## src/rtl/irq_service_seq.sv

```systemverilog
module irq_service_seq #(
  parameter int AW = 16,
  parameter int DW = 32,
  parameter logic [AW-1:0] IR_ADDR = 16'h0820,
  parameter logic [AW-1:0] ST_ADDR = 16'h000C,
  parameter logic [DW-1:0] IR_CLR = 32'h00FD_E500,
  parameter logic [DW-1:0] ST_CLR = 32'h3F3F_0000,
  parameter int BUSERR_BIT = 3,
  parameter int CORE_BIT = 1
) (
  input  logic          clk,
  input  logic          rst,
  input  logic          irq_n,
  output logic          acc_req,
  output logic          acc_we,
  output logic [AW-1:0] acc_addr,
  output logic [DW-1:0] acc_wdata,
  input  logic          acc_done,
  input  logic          acc_err,
  input  logic [DW-1:0] acc_rdata,
  output logic          svc0_stb,
  output logic          svc1_stb
);

  typedef enum logic [2:0] {
    S_IDLE, S_RD_IR, S_WR_IR, S_RD_ST, S_WR_ST, S_SVC0, S_SVC1
  } state_t;

  state_t        state;
  logic          irq_q;
  logic          pend;
  logic [DW-1:0] ir_val;
  logic [DW-1:0] st_val;
  logic          fall;

  assign fall = irq_q & ~irq_n;

  always_ff @(posedge clk) begin
    if (rst) begin
      state  <= S_IDLE;
      irq_q  <= 1'b1;
      pend   <= 1'b1;
      ir_val <= '0;
      st_val <= '0;
    end else begin
      irq_q <= irq_n;
      if (state == S_IDLE && pend) pend <= fall;
      else if (fall)               pend <= 1'b1;

      case (state)
        S_IDLE: if (pend) state <= S_RD_IR;
        S_RD_IR: if (acc_done) begin
          if (acc_err || acc_rdata == '0) state <= S_IDLE;
          else begin
            ir_val <= acc_rdata;
            state  <= S_WR_IR;
          end
        end
        S_WR_IR: if (acc_done) begin
          if (acc_err)                state <= S_IDLE;
          else if (ir_val[BUSERR_BIT]) state <= S_RD_ST;
          else if (ir_val[CORE_BIT])   state <= S_SVC0;
          else                         state <= S_RD_IR;
        end
        S_RD_ST: if (acc_done) begin
          if (acc_err) state <= S_WR_IR;
          else begin
            st_val <= acc_rdata;
            state  <= S_WR_ST;
          end
        end
        S_WR_ST: if (acc_done) begin
          if (acc_err)               state <= S_WR_IR;
          else if (ir_val[CORE_BIT]) state <= S_SVC0;
          else                       state <= S_RD_IR;
        end
        S_SVC0:  state <= S_SVC1;
        S_SVC1:  state <= S_RD_IR;
        default: state <= S_IDLE;
      endcase
    end
  end

  assign acc_req   = (state == S_RD_IR) || (state == S_WR_IR) ||
                     (state == S_RD_ST) || (state == S_WR_ST);
  assign acc_we    = (state == S_WR_IR) || (state == S_WR_ST);
  assign acc_addr  = (state == S_RD_ST || state == S_WR_ST) ? ST_ADDR :
                     (state == S_RD_IR || state == S_WR_IR) ? IR_ADDR : '0;
  assign acc_wdata = (state == S_WR_IR) ? (ir_val & IR_CLR) :
                     (state == S_WR_ST) ? (st_val & ST_CLR) : '0;
  assign svc0_stb  = (state == S_SVC0);
  assign svc1_stb  = (state == S_SVC1);

endmodule

```

## config.mk

```make
export PLATFORM = sky130hd
export DESIGN_NAME = irq_service_seq
export DESIGN_NICKNAME = d
export VERILOG_FILES = /design/src/rtl/irq_service_seq.sv
export SDC_FILE = /design/constraint.sdc
export NUM_CORES = 1
export LEC_CHECK = 0
export ABC_AREA = 1
export CORE_ASPECT_RATIO = 1.25
export CORE_UTILIZATION = 26
export DETAILED_ROUTE_END_ITERATION = 8
export GPL_TIMING_DRIVEN = 0
export SYNTH_ARGS = -nofsm -noshare
export SYNTH_HDL_FRONTEND = slang
export SYNTH_SLANG_ARGS = --single-unit
```

## constraint.sdc

```tcl
create_clock -name clk -period 1.3 [get_ports clk]
set_input_delay 0.26 -clock clk [delete_from_list [all_inputs] [get_ports clk]]
set_output_delay 0.26 -clock clk [all_outputs]
set_load 0.05 [all_outputs]
```

Word level (Yosys, flattened, before mapping)
Cells that the tools add are included.
Storage, ports and cells
  logic and storage cells: 51
  input bits: 37
  output and inout port bits: 52
  flip-flop bits (word level): 59
Operators by class
  mux-type cells: 18
  reduce and logical (&&, ||, !) cells: 13
  equal/unequal tests: 11
  bitwise gates (word level): 4
Operators by type and width (count)
  30-bit two-way mux: 2
  32-bit zero test: 1
  3-bit two-way mux: 10
  12-bit two-way mux: 2
  3-bit one-hot mux with 7 select lines: 1
  2-bit != test (second input constant): 5
  3-bit equality test (second input constant): 3
  3-bit by 2-bit equality test with 1-bit output (second input constant): 2
  1-bit logical OR: 6
  3-bit AND reduction: 2
  5-bit AND reduction: 1
  3-bit by 1-bit equality test with 1-bit output (second input constant): 1
  3-bit zero test: 1
  1-bit inverter: 3
  1-bit two-way mux: 2
  2-bit two-way mux: 1
  2-bit nonzero test: 1
  1-bit bitwise AND: 1
  1-bit logical AND: 1

Depth between registers and ports, before layout
  depth in word-level cells: 5
  depth in mapped cells: 9

Worst setup path after synthesis
OpenSTA, ideal clock, no wires.
  path type: register to output
  start point: register state[2]
  end point: output acc_wdata[21]
  arrival: 1.997 ns
  slack: -0.957 ns
  path buffers: 1
  required time: 1.040 ns
  stages on the path, launching flop included: 5
  path through: dfxtp_1 inv_1 nand3_1 buf_2 o21ai_0
Between the ends
  cells in the longest elaborated chain, start to end: 3
  elaborated cells between the ends (all ways): 4
  classes of those cells: 2 x eq/ne; 2 x mux
RTL lines
  from (decl): RTL line 29  | state_t state;
  from (signal assigned): RTL line 40  | state <= S_IDLE;
  from (signal assigned): RTL line 51  | S_IDLE: if (pend) state <= S_RD_IR;
  from (signal assigned): RTL line 53  | if (acc_err || acc_rdata == '0) state <= S_IDLE;
  3-bit equality test: RTL line 90  | (state == S_WR_ST) ? (st_val & ST_CLR) : '0;
  30-bit two-way mux: RTL line 90
  30-bit two-way mux *: RTL line 89  | assign acc_wdata = (state == S_WR_IR) ? (ir_val & IR_CLR) :
  to (decl): RTL line 17  | output logic [DW-1:0] acc_wdata,
Every way passes the cells marked *; elsewhere a longest branch is shown, timed or not.

Final worst setup path
  start point: register state[1]
  end point: output acc_wdata[19]
The elaborated chain is that of the path after synthesis.

==> insert_results.sql <==
INSERT INTO impl_metrics (metric_group, metric, value, unit) VALUES
('synth', 'yosys_warnings', '0', ''),
('grt', 'grt_first_pass_wirelength', '9.03', 'mm'),
('floorplanning', 'fp.coreArea', '0.00665', 'mm2'),
('synth', 'synth.lib_cells_used.distinct', '23', ''),
('sta', 'finalWorstSetupSlack', '-373', 'ps'),
('placed_design', 'dpl_worst_slack', '-911', 'ps'),
('placed_design', 'place.port_buffers', '63', ''),
('setup_path', 'timing.setup.critical_path_class', 'reg -> out', ''),
('synth', 'main_combinational_cell_family_by_area_after_synthesis', 'simple AND/OR/NAND/NOR gates', ''),
('setup_path', 'timing.critical_path.from', 'state[1]', ''),
('detailed_routing', 'antenna_left', '0', ''),
('synth', 'synth-adder-area-share', '0', '%'),
('layout', 'nFillCells', '616', ''),
('setup_path', 'reg2reg_from', 'state[0]', ''),
('synth', 'synth_most_common_cell', 'sky130_fd_sc_hd__nor2_1', ''),
('synth', 'synth_xor_xnor_area_share', '0', '%'),
('clocking', 'clock_sink_count', '31', ''),
('clocking', 'ctsLongestPathBuffers', '2', ''),
('floorplanning', 'num_io_pins', '89', ''),
('setup_path', 'timing.critical_path.required', '1040', 'ps'),
('synth', 'synth-edff-count', '0', ''),
('sta', 'setup_viol', '55', ''),
('detailed_routing', 'detail_route.vias_per_cell', '4.09', ''),
('sta', 'finalCriticalPeriod', '1670', 'ps'),
('clocking', 'cts.reportedPaths.clkPinSlew', '70', 'ps'),
('synth', 'synthMuxAreaShare', '0', '%'),
('synth', 'post-synth-top-area-cell', 'sky130_fd_sc_hd__dfxtp_1', ''),
('synth', 'synthTopCellsByCount', '75 x sky130_fd_sc_hd__nor2_1, 59 x sky130_fd_sc_hd__nand2_1, 34 x sky130_fd_sc_hd__inv_1', ''),
('hold_path', 'timing.hold.worst_path_depth', '3', ''),
('floorplanning', 'dieWidth', '76.7', 'um'),
('power', 'leakage', '1.74', 'nW'),
('synth', 'synth-compound-area-share', '9.24', '%'),
('setup_path', 'cp_max_fo', '6', ''),
('layout', 'diodes', '0', ''),
('setup_path', 'worst_ep_arrival_time', '1410', 'ps'),
('sta', 'grt_setup_unrepaired', 'true', ''),
('synth', 'synthSimpleGateAreaFrac', '34.3', '%'),
('sta', 'hold_viol', '0', ''),
('clocking', 'cts_made_buffers', '5', ''),
('sta', 'final.period_utilization', '129', '%'),
('layout', 'final-instance-count-excl-fill', '496', ''),
('synth', 'netlist_top_cells_area', 'sky130_fd_sc_hd__dfxtp_1 34%, sky130_fd_sc_hd__nor2_1 16%, sky130_fd_sc_hd__nand2_1 12%, sky130_fd_sc_hd__buf_4 12%, sky130_fd_sc_hd__inv_1 7.0%', ''),
('grt', 'maximum_number_of_pins_on_one_net_before_global_route_repair', '11', ''),
('setup_path', 'regToRegEndpoint', 'ir_val[10]', ''),
('clocking', 'htree_num_levels', '2', ''),
('floorplanning', 'placementRows', '33', ''),
('floorplanning', 'initial_core_util', '27.3', '%'),
('setup_path', 'rrSetupSlack', '-330', 'ps'),
('synth', 'synth_top_area_share', '34.2', '%'),
('layout', 'final_nets', '445', ''),
('power', 'cellPowerDensity', '1020', 'mW/mm2'),
('sta', 'final.setup_skew', '3.31', 'ps'),
('detailed_routing', 'via_count', '2031', ''),
('hold_path', 'class_of_the_tightest_hold_or_removal_check', 'in -> reg', ''),
('layout', 'post_route_cells_drive_above_1_share', '41.1', '%'),
('synth', 'synth_seq_area_share', '34.2', '%'),
('hold_path', 'min-delay-start', 'acc_rdata[20]', ''),
('clocking', 'clk-insertion-delay-late', '280', 'ps'),
('synth', 'synth-main-ff-cell', 'sky130_fd_sc_hd__dfxtp_1', ''),
('sta', 'final-max-slew-violation-count', '0', ''),
('setup_path', 'cp-end-kind', 'output port', ''),
('layout', 'areaGrowthSynthToFinish', '102', '%'),
('hold_path', 'worst_hold_end', 'ir_val[20]', ''),
('detailed_routing', 'wl_per_cell', '11.5', 'um'),
('grt', 'overflow', '0', ''),
('synth', 'async_flop_share', '0', '%'),
('run_status', 'outcome', 'finished, violations left', ''),
('placed_design', 'place.detailed.hpwl', '3.84', 'mm'),
('floorplanning', 'die-area', '0.00732', 'mm2'),
('setup_path', 'critical_path.startpoint_type', 'flop', ''),
('run_status', 'failed_checks', 'setup timing', '');
[report_power, final]
group | internal, mW | switching (mW)
clock network | 0.620 | 0.383
registers | 1.02 | 0.0601
logic | 0.769 | 0.893
[per-stage QoR]
stage	area (um2)	total power, mW	utilization, %	setup TNS [ps]
2_1_floorplan	2150	1.96	-	-623
3_3_place_gp	2890	2.26	43.5	-31410
3_5_place_dp	2890	2.27	43.5	-32030
4_1_cts	3460	3.58	52.0	-12880
5_1_grt	3670	3.93	55.2	-17010
6_report	3670	3.75	55.2	-13200
[final cells by class]
cell class | count | area (um2) | share of cell area [%]
plain buffers | 35 | 319 | 8.69
clock inverters | 2 | 35.0 | 0.955
well taps | 87 | 109 | 2.97
clock buffers | 6 | 82.6 | 2.25
repair buffers | 94 | 1090 | 29.8
flip-flops and latches | 31 | 632 | 17.2
multi-input cells | 206 | 1250 | 34.0
inverters | 35 | 154 | 4.19
[kinds of logic (layout without fill, tap and decap cells)]
family	after synthesis	in the layout
AOI/OAI and AO/OA	32	32
buffers and inverters	70	172
DFF	31	31
other	1	25
and+or+nand+nor	149	149
[worst max-delay path, cell delays in order (launching register included)]
cell and delay [ps]:
sky130_fd_sc_hd__dfxtp_4 370, sky130_fd_sc_hd__nor2_4 140, sky130_fd_sc_hd__nand2_4 80, sky130_fd_sc_hd__buf_12 150, sky130_fd_sc_hd__inv_12 80, sky130_fd_sc_hd__nand2_4 50, sky130_fd_sc_hd__o21ai_4 60, sky130_fd_sc_hd__buf_6 170
[metal layers]
layer | share of wire (%) | up-vias | wire length (um) | GRT usage (%)
met5 | 0 | - | 0 | 0
met4 | 1.5 | 0 | 85 | 5.29
met3 | 4.6 | 7 | 260 | 3.16
met2 | 53 | 61 | 3010 | 30.2
met1 | 41 | 902 | 2350 | 18.0
li1 | - | 1061 | - | -
[placed cells by master, fill, tap and decap left out, types with 2 or more instances in the layout]
master,synthesis,final
sky130_fd_sc_hd__o21ai_0,20,9
sky130_fd_sc_hd__clkbuf_8,0,6
sky130_fd_sc_hd__bufbuf_16,0,2
sky130_fd_sc_hd__dlygate4sd2_1,0,4
sky130_fd_sc_hd__nor2_1,75,53
sky130_fd_sc_hd__o21ai_4,0,5
sky130_fd_sc_hd__inv_4,0,4
sky130_fd_sc_hd__o21ai_1,0,6
sky130_fd_sc_hd__nand2_2,1,2
sky130_fd_sc_hd__nand2_4,1,8
sky130_fd_sc_hd__nand2_1,59,49
sky130_fd_sc_hd__nand4_1,2,2
sky130_fd_sc_hd__nor2_2,0,7
sky130_fd_sc_hd__buf_16,0,2
sky130_fd_sc_hd__buf_8,0,13
sky130_fd_sc_hd__buf_12,0,6
sky130_fd_sc_hd__nor2_4,2,17
sky130_fd_sc_hd__nand3_4,1,5
sky130_fd_sc_hd__inv_1,34,26
sky130_fd_sc_hd__a21oi_1,9,4
sky130_fd_sc_hd__dfxtp_4,0,3
sky130_fd_sc_hd__nand2_8,0,2
sky130_fd_sc_hd__buf_4,28,41
sky130_fd_sc_hd__clkdlybuf4s50_1,0,32
sky130_fd_sc_hd__conb_1,1,25
sky130_fd_sc_hd__inv_2,1,4
sky130_fd_sc_hd__buf_6,4,27
sky130_fd_sc_hd__dfxtp_1,31,28
sky130_fd_sc_hd__a21oi_2,1,6
sky130_fd_sc_hd__nor3_2,0,2
[timing repair]
action | in CTS | in global routing
gates resized for setup | 239 | 35
hold buffers | 0 | 0
gates cloned | 4 | 0
buffers inserted | 17 | 10
setup endpoints to repair | 53 | 58
endpoints found under the hold margin | 0 | 0
pin swaps | 5 | 10
[worst max-delay path by stage]
stage                    end
2_1_floorplan  acc_wdata[21]
3_3_place_gp   acc_wdata[19]
3_5_place_dp   acc_wdata[19]
4_1_cts        acc_wdata[18]
5_1_grt        acc_wdata[20]
6_report       acc_wdata[19]
[sequential cells by signal (all words and copies together), names as in the netlist]
| register | cells |
|---|---|
| pend | 1 |
| ir_val | 14 |
| irq_q | 1 |
| state | 3 |
| st_val | 12 |
No activity file was read; power rests on OpenSTA's default activity.
